==> src/rtl/reg_prot_pkg.sv <==
package reg_prot_pkg;
  typedef enum logic [2:0] {
    ST_OFF,
    ST_RUN,
    ST_OC_LATCH,
    ST_OV_RAMP,
    ST_OV_HOLD
  } state_e;

  typedef enum logic [1:0] {
    FLT_NONE    = 2'b00,
    FLT_OC_SLOW = 2'b01,
    FLT_OC_FAST = 2'b10,
    FLT_OV      = 2'b11
  } fault_e;
endpackage

==> src/rtl/rps_oc_timer.sv <==
module rps_oc_timer #(
  parameter int unsigned OC_TIMEOUT = 5_000_000
) (
  input  logic clk_i,
  input  logic rst_ni,
  input  logic run_i,
  input  logic oc_i,
  output logic expire_o
);
  localparam int unsigned CNT_W = $clog2(OC_TIMEOUT + 1);

  logic [CNT_W-1:0] cnt_q;

  assign expire_o = run_i && oc_i && (cnt_q == CNT_W'(OC_TIMEOUT - 1));

  always_ff @(posedge clk_i or negedge rst_ni) begin
    if (!rst_ni)              cnt_q <= '0;
    else if (!run_i || !oc_i) cnt_q <= '0;
    else if (!expire_o)       cnt_q <= cnt_q + 1'b1;
  end

  AST_TMR_BOUND: assert property (@(posedge clk_i) disable iff (!rst_ni)
    cnt_q < CNT_W'(OC_TIMEOUT));
  AST_TMR_RESTART: assert property (@(posedge clk_i) disable iff (!rst_ni)
    !oc_i |=> cnt_q == '0);
endmodule

==> src/rtl/rps_dac_ramp.sv <==
module rps_dac_ramp #(
  parameter int unsigned DAC_W     = 8,
  parameter int unsigned RAMP_STEP = 1000
) (
  input  logic             clk_i,
  input  logic             rst_ni,
  input  logic             load_i,
  input  logic             run_i,
  input  logic [DAC_W-1:0] ref_i,
  output logic [DAC_W-1:0] dac_o,
  output logic             zero_o
);
  localparam int unsigned STP_W = $clog2(RAMP_STEP + 1);

  logic [DAC_W-1:0] dac_q;
  logic [STP_W-1:0] stp_q;
  logic             step_hit;

  assign step_hit = stp_q == STP_W'(RAMP_STEP - 1);
  assign zero_o   = dac_q == '0;
  assign dac_o    = dac_q;

  always_ff @(posedge clk_i or negedge rst_ni) begin
    if (!rst_ni) begin
      dac_q <= '0;
      stp_q <= '0;
    end else if (load_i) begin
      dac_q <= ref_i;
      stp_q <= '0;
    end else if (run_i && !zero_o) begin
      if (step_hit) begin
        dac_q <= dac_q - 1'b1;
        stp_q <= '0;
      end else begin
        stp_q <= stp_q + 1'b1;
      end
    end
  end

  AST_RAMP_ONE_STEP: assert property (@(posedge clk_i) disable iff (!rst_ni)
    (run_i && !load_i) |=> (dac_q == $past(dac_q) || dac_q == $past(dac_q) - 1'b1));
endmodule

==> src/rtl/reg_prot_seq.sv <==
module reg_prot_seq
  import reg_prot_pkg::*;
#(
  parameter int unsigned DAC_W      = 8,
  parameter int unsigned OC_TIMEOUT = 5_000_000,
  parameter int unsigned RAMP_STEP  = 1000
) (
  input  logic             clk_i,
  input  logic             rst_ni,
  input  logic             en_i,
  input  logic             vcc_uv_i,
  input  logic             vin_uv_i,
  input  logic             oc_i,
  input  logic             oc_fast_i,
  input  logic             ov_ref_i,
  input  logic             ov_fix_i,
  input  logic             uv_i,
  input  logic             ss_i,
  input  logic             pwm_i,
  input  logic [DAC_W-1:0] ref_code_i,
  output logic             gh_o,
  output logic             gl_o,
  output logic             rdy_o,
  output logic [DAC_W-1:0] dac_o,
  output logic [1:0]       fault_o
);
  state_e state_q, state_d;
  fault_e fault_q, fault_d;

  logic             sup_uv, ov_trip, oc_expire;
  logic             ramp_load, ramp_run, ramp_zero;
  logic [DAC_W-1:0] ramp_code;

  assign sup_uv  = vcc_uv_i || vin_uv_i;
  assign ov_trip = ss_i ? ov_fix_i : ov_ref_i;

  rps_oc_timer #(.OC_TIMEOUT(OC_TIMEOUT)) u_oc_timer (
    .clk_i   (clk_i),
    .rst_ni  (rst_ni),
    .run_i   (state_q == ST_RUN),
    .oc_i    (oc_i),
    .expire_o(oc_expire)
  );

  assign ramp_load = (state_d == ST_OV_RAMP) && (state_q == ST_RUN);
  assign ramp_run  = state_q == ST_OV_RAMP;

  rps_dac_ramp #(.DAC_W(DAC_W), .RAMP_STEP(RAMP_STEP)) u_dac_ramp (
    .clk_i (clk_i),
    .rst_ni(rst_ni),
    .load_i(ramp_load),
    .run_i (ramp_run),
    .ref_i (ref_code_i),
    .dac_o (ramp_code),
    .zero_o(ramp_zero)
  );

  always_comb begin
    state_d = state_q;
    fault_d = fault_q;
    if (!en_i) begin
      state_d = ST_OFF;
      fault_d = FLT_NONE;
    end else begin
      unique case (state_q)
        ST_OFF: if (!sup_uv) state_d = ST_RUN;
        ST_RUN: begin
          if (sup_uv) begin
            state_d = ST_OFF;
          end else if (ov_trip) begin
            state_d = ST_OV_RAMP;
            fault_d = FLT_OV;
          end else if (oc_fast_i) begin
            state_d = ST_OC_LATCH;
            fault_d = FLT_OC_FAST;
          end else if (oc_expire) begin
            state_d = ST_OC_LATCH;
            fault_d = FLT_OC_SLOW;
          end
        end
        ST_OV_RAMP: if (ramp_zero) state_d = ST_OV_HOLD;
        default: ;
      endcase
    end
  end

  always_ff @(posedge clk_i or negedge rst_ni) begin
    if (!rst_ni) begin
      state_q <= ST_OFF;
      fault_q <= FLT_NONE;
    end else begin
      state_q <= state_d;
      fault_q <= fault_d;
    end
  end

  always_comb begin
    gh_o = 1'b0;
    gl_o = 1'b0;
    unique case (state_q)
      ST_RUN: begin
        gh_o = pwm_i;
        gl_o = !pwm_i;
      end
      ST_OV_RAMP: gl_o = ov_ref_i || ramp_zero;
      ST_OV_HOLD: gl_o = 1'b1;
      default: ;
    endcase
    if (sup_uv) begin
      gh_o = 1'b0;
      gl_o = 1'b0;
    end
  end

  always_comb begin
    unique case (state_q)
      ST_RUN:                dac_o = ref_code_i;
      ST_OV_RAMP, ST_OV_HOLD: dac_o = ramp_code;
      default:               dac_o = '0;
    endcase
  end

  assign rdy_o   = (state_q == ST_RUN) && !sup_uv && !ss_i && !uv_i;
  assign fault_o = fault_q;

  AST_FLT_STICKY: assert property (@(posedge clk_i) disable iff (!rst_ni)
    (en_i && fault_q != FLT_NONE) |=> fault_q == $past(fault_q));
  AST_UV_GATES_OFF: assert property (@(posedge clk_i) disable iff (!rst_ni)
    sup_uv |-> (!gh_o && !gl_o && !rdy_o));
  AST_OV_NO_HS: assert property (@(posedge clk_i) disable iff (!rst_ni)
    (state_q == ST_OV_RAMP || state_q == ST_OV_HOLD) |-> !gh_o);
  AST_HOLD_LS_ON: assert property (@(posedge clk_i) disable iff (!rst_ni)
    (state_q == ST_OV_HOLD && !sup_uv) |-> (gl_o && dac_o == '0));
  AST_FAST_TRIP: assert property (@(posedge clk_i) disable iff (!rst_ni)
    (state_q == ST_RUN && en_i && !sup_uv && !ov_trip && oc_fast_i)
      |=> fault_q == FLT_OC_FAST);
  AST_FLT_NO_RDY: assert property (@(posedge clk_i) disable iff (!rst_ni)
    (fault_q != FLT_NONE) |-> !rdy_o);
endmodule

==> config.mk <==
export PLATFORM = sky130hd
export DESIGN_NAME = reg_prot_seq
export DESIGN_NICKNAME = d
export VERILOG_FILES = /design/src/rtl/reg_prot_pkg.sv /design/src/rtl/rps_oc_timer.sv /design/src/rtl/rps_dac_ramp.sv /design/src/rtl/reg_prot_seq.sv
export SDC_FILE = /design/constraint.sdc
export NUM_CORES = 1
export LEC_CHECK = 0
export CAP_MARGIN = 40
export CELL_PAD_IN_SITES_DETAIL_PLACEMENT = 1
export CELL_PAD_IN_SITES_GLOBAL_PLACEMENT = 2
export CORE_MARGIN = 3
export CORE_UTILIZATION = 38
export CTS_CLUSTER_SIZE = 25
export DETAILED_ROUTE_END_ITERATION = 8
export PLACE_DENSITY_LB_ADDON = 0.1
export REMOVE_ABC_BUFFERS = 1
export SYNTH_ARGS = -nofsm -noshare
export SYNTH_HDL_FRONTEND = slang
export SYNTH_SLANG_ARGS = --single-unit
export TNS_END_PERCENT = 50
==> constraint.sdc <==
create_clock -name clk_i -period 6.1 [get_ports clk_i]
set_input_delay 0.915 -clock clk_i [delete_from_list [all_inputs] [get_ports clk_i]]
set_output_delay 0.915 -clock clk_i [all_outputs]
set_load 0.01 [all_outputs]
## Yosys cells after proc, flatten, opt, wreduce, memory -nomap -nowiden

Cells that the tools add are included.

| storage, ports and cells | value |
|---|---|
| register bits | 46 |
| input port bits | 20 |
| output and inout bits | 13 |
| word-level logic and storage cells | 70 |

| cells by class | value |
|---|---|
| add/sub/neg operators | 3 |
| equal/unequal tests | 10 |
| mux-type cells | 28 |
| reduce and logical (&&, ||, !) cells | 24 |

Operator list:

| operator | count |
|---|---|
| 23-bit 2-to-1 mux | 2 |
| 10-bit 2-to-1 mux | 3 |
| 8-bit 2-to-1 mux | 3 |
| 23-bit by 1-bit adder with 23-bit output (second input constant) | 1 |
| 23-bit equality test (second input constant) | 1 |
| 3-bit 2-to-1 mux | 7 |
| 8-bit one-hot mux with 2 select lines | 1 |
| 2-bit 2-to-1 mux | 6 |
| 10-bit by 1-bit adder with 10-bit output (second input constant) | 1 |
| 10-bit equality test (second input constant) | 1 |
| 3-bit one-hot mux with 3 select lines | 1 |
| 8-bit zero test | 1 |
| 8-bit by 1-bit subtractor with 8-bit output (second input constant) | 1 |
| 1-bit logical AND | 7 |
| 1-bit zero test | 7 |
| 3-bit by 2-bit equality test with 1-bit output (second input constant) | 2 |
| 1-bit 2-to-1 mux | 4 |
| 2-bit by 1-bit != test with 1-bit output (second input constant) | 2 |
| 4-bit by 1-bit != test with 1-bit output (second input constant) | 1 |
| 2-bit nonzero test | 2 |
| 3-bit by 1-bit equality test with 1-bit output (second input constant) | 1 |
| 3-bit equality test (second input constant) | 1 |
| 3-bit zero test | 1 |
| 1-bit logical OR | 3 |
| 5 further kinds | 5 |

## Longest topological paths before layout

| logic depth | value |
|---|---|
| depth in word-level cells | 13 |
| depth in mapped cells | 9 |

## Hierarchy

A second synthesis with hierarchy kept.

| unflattened totals | value |
|---|---|
| cells, all modules | 323 |
| area total of the unflattened synthesis | 2936.6 um^2 |

By module, submodules not included:

| module | times used | cells each | area each (um^2) | sequential area each (um^2) |
|---|---|---|---|---|
| rps_oc_timer | 1 | 133 | 1285.0 | 575.6 |
| rps_dac_ramp | 1 | 121 | 1101.1 | 450.4 |
| reg_prot_seq | 1 | 69 | 550.5 | 125.1 |

## Least setup slack after synthesis

OpenSTA, ideal clock, no wires.

| timing | value |
|---|---|
| path type | flip-flop to output port |
| start | register u_dac_ramp.dac_q[3], in the netlist u_dac_ramp.dac_o[3] |
| end | output port gl_o |
| arrival | 1.631 ns |
| data required time | 5.185 ns |
| slack | 3.554 ns |
| stages on the path, launching flop included | 7 |
| cell sequence | dfrtp_1 > buf_6 > or4_4 > nor3_1 > or3_1 > a21oi_1 > nor2_1 |

| on the way | value |
|---|---|
| cells in the longest elaborated chain, start to end | 4 |

Ends and longest elaborated chain:

| item | line | source |
|---|---|---|
| from (decl) | rps_dac_ramp.sv:15 | `logic [DAC_W-1:0] dac_q;` |
| from (signal assigned) | rps_dac_ramp.sv:28 | `dac_q <= ref_i;` |
| from (signal assigned) | rps_dac_ramp.sv:32 | `dac_q <= dac_q - 1'b1;` |
| 8-bit zero test | rps_dac_ramp.sv:20 | `assign zero_o = dac_q == '0;` |
| 1-bit logical OR | reg_prot_seq.sv:105 | `ST_OV_RAMP: gl_o = ov_ref_i \|\| ramp_zero;` |
| 1-bit one-hot mux with 3 select lines | reg_prot_seq.sv:100 | `unique case (state_q)` |
| 1-bit 2-to-1 mux | reg_prot_seq.sv:109 | `if (sup_uv) begin` |
| to (decl) | reg_prot_seq.sv:22 | `output logic gl_o,` |

Every way passes these cells.

## Worst setup path in the final report

| timing | value |
|---|---|
| start | register u_dac_ramp.dac_q[2], in the netlist u_dac_ramp.dac_o[2] |
| end | output port gl_o |

Same word-level chain as after synthesis.

==> flow_summary.json <==
{
  "status": "finished clean",
  "dieArea_um2": 8470,
  "ys_top_cells_by_area": "dfrtp_1, xnor2_1, nor2_1, mux2i_1, mux2_4",
  "yosys.area.top_type_share_pct": 40.9,
  "tns_ps": 0,
  "hold_slack_ps": 553,
  "worst_ep_arrival_time_ps": 2640,
  "cts_buffers": 5,
  "rows": 30,
  "critPathLaunch": "u_dac_ramp.dac_o[2]$_DFFE_PN0P_",
  "drc": 0,
  "rrSetupSlack_ps": 2940,
  "slew_viol_final": 0,
  "synthAdderAreaFrac_pct": 1.78,
  "max_freq_ghz": 0.281,
  "synth_cells": 300,
  "powerDensity_nw_per_um2": 210,
  "first_iter_violations": 86,
  "ir_worst_vdd_mv": 0.110,
  "final_nets": 355,
  "die_h_um": 92.0,
  "area_delta_synth_final_pct": 17.1,
  "crit_path_max_incr_delay_ps": 590,
  "drv_cap": 0,
  "clkSlewWorstSetupHoldPaths_ps": 100,
  "synth_top_family_by_area": "simple AND/OR/NAND/NOR gates",
  "synthTopCellsByCount": "dfrtp_1, nor2_1, xnor2_1, nand2_1, o21ai_0",
  "post-cts-setup-buffer-count": 0,
  "synth_edf_count": 0,
  "total_leakage_power_nw": 1.22,
  "grt_max_degree": 47,
  "reg2reg_from": "state_q[1]$_DFF_PN0_",
  "vias": 2366,
  "synth_most_common_cell": "dfrtp_1",
  "stdcell_count": 428,
  "grt.overflow.total": 0,
  "postCtsHoldBufs": 0,
  "grt.total_usage_pct": 17.2,
  "max-slew-margin-rel_pct": 49.2,
  "port_buffers": 32,
  "critPathRequiredTime_ps": 5180,
  "seq_area_frac_synth_pct": 40.9,
  "first_global_vias": 2376,
  "finClkSkew_ps": 19.6,
  "hold_class": "flip-flop to flip-flop",
  "path_buf_inv": 1,
  "dp_cells": 420,
  "path_cells": "or4_4 > nor3_1 > or3_1 > a21oi_1 > nor2_1 > clkdlybuf4s50_1",
  "path_delay_family": "simple AND/OR/NAND/NOR gates",
  "drive_above_1_share_pct": 9.94,
  "ios": 33,
  "clk_path_buf_depth": 2,
  "fillers": 827,
  "cts_tree": "yes",
  "synth-compound-area-share_pct": 12.0,
  "initial_core_util_pct": 40.3,
  "synthMuxAreaShare_pct": 6.72,
  "drt-total-wl_um": 7110,
  "fin_crit_ps": 3560,
  "ctsResizeCount": 0,
  "finalCritPeriodShare_pct": 58.3,
  "synth_xor_area_share_pct": 8.41,
  "final_hold_viol_count": 0,
  "synthArstFlopShare_pct": 100,
  "path_max_fanout": 7,
  "min_from": "u_oc_timer.cnt_q[5]$_DFFE_PN0P_",
  "synth_seq_cells": 46,
  "end_kind": "primary output",
  "worst_pin_slew_ps": 756,
  "crit_type": "flip-flop to primary output",
  "diodes": 0,
  "root_buffer": "clkbuf_8",
  "yosys_most_used_dff": "dfrtp_1",
  "worstSetupStartpointType": "flip-flop",
  "avgRoutedWirePerCell_um": 16.6,
  "dpl.hpwl_um": 5140,
  "viasPerCell": 5.53,
  "rsz0062_at_grt": "false",
  "critical-path-slowest-cell": "or4_4",
  "drt-pass1-iter-count": 4,
  "yosysTopAreaCell": "dfrtp_1",
  "grt_pass1_wl_um": 12000,
  "clkLatencyLatePin_ps": 300,
  "syn_area_per_cell_um2": 9.38,
  "ys_warn_count": 0,
  "clock_sinks": 46,
  "gp_congestion": 0.775,
  "die_width_um": 92.0,
  "synth_simple_gate_area_share_pct": 26.2,
  "finalSetupViolations": 0,
  "htree_levels": 2,
  "antenna_found_initial": 0,
  "core_area_um2": 6980,
  "synth_area_um2": 2810,
  "synth.distinct_cells": 56,
  "postRouteAntennaNets": 0
}
## worst reg2reg max path: stages, from the launching register on
cell     delay (ps)
dfrtp_1         620
nor3b_4         510
nand2_2         390
or4_4           660
a32o_1          350
buf_8           210
mux2_4          300
## path summary, 6_finish.rpt
path | end | cells after the start
max | gl_o | 6
min | u_oc_timer.cnt_q[5]$_DFFE_PN0P_ | 2
max reg2reg | u_dac_ramp.dac_o[6]$_DFFE_PN0P_ | 6
min reg2reg | u_oc_timer.cnt_q[5]$_DFFE_PN0P_ | 2
max in group asynchronous | state_q[0]$_DFF_PN0_ | 2
min in group asynchronous | state_q[1]$_DFF_PN0_ | 2
## report_power, final
part           switching (mW)  leakage (nW)  internal (mW)
Clock                   0.113        0.0483         0.0810
Sequential             0.0333         0.602          0.329
Combinational          0.0660         0.575         0.0687
## routing by layer
metal	wire (um)	global-route usage (%)
met1	3630	25.0
met2	3230	26.8
met3	229	3.53
met4	29	2.97
met5	0	0
## metrics by stage
stage	power, mW	cell area, um^2	utilization (%)	setup slack, ps
global placement	0.498	3190	45.6	2550
CTS	0.699	3290	47.2	2520
detailed placement	0.504	3210	45.9	2690
global route	0.733	3290	47.2	2430
floorplan	0.448	2740	-	3280
finish	0.691	3290	47.2	2540
## logic make-up after synthesis
| logic type | count (synthesis) |
|---|---|
| adders and majority gates | 4 |
| muxes | 16 |
| xor gates and xnor gates | 27 |
| and+or+nand+nor | 135 |
| AOI/OAI and AO/OA | 50 |
| DFF | 46 |
| buffers and inverters | 22 |
## sequential cells by signal, summed over array words and instances, names as in the netlist
name / cells
u_dac_ramp.dac_o: 8
u_oc_timer.cnt_q: 23
state_q: 3
fault_o: 2
u_dac_ramp.stp_q: 10
## cell usage in the layout (no fill, tap or decap), types with 2 or more instances in the layout
cell type	instances
nor4_1	8
buf_2	2
buf_4	2
dfrtp_1	46
a21oi_1	12
a22o_1	3
or2_2	2
a31oi_1	2
nand2_1	18
nor2_1	40
nor2b_1	3
nand4b_1	3
clkdlybuf4s50_1	31
o2111ai_1	2
mux2_2	3
a22oi_1	3
nor4b_1	3
clkinv_2	2
ha_1	4
xnor2_1	19
nand3_1	6
nand4_1	12
xor2_1	8
and4_1	2
or4_4	2
clkbuf_8	5
or3_1	6
mux2i_1	8
o21ai_0	15
inv_1	10
nor3_1	11
and3_1	7
mux2_4	5
nand2b_1	3
## area by class of cell
cell class / count / area [um^2] / share of cell area (%)
clock buffer: 5 / 68.8 / 2.09
clock inverter: 3 / 18.8 / 0.570
inverter: 10 / 37.5 / 1.14
multi-input combinational: 232 / 1550 / 47.0
sequential: 46 / 1150 / 34.9
tap: 96 / 120 / 3.65
timing repair buffer: 36 / 350 / 10.6
Note: power is estimated with default switching activity, not from simulation.
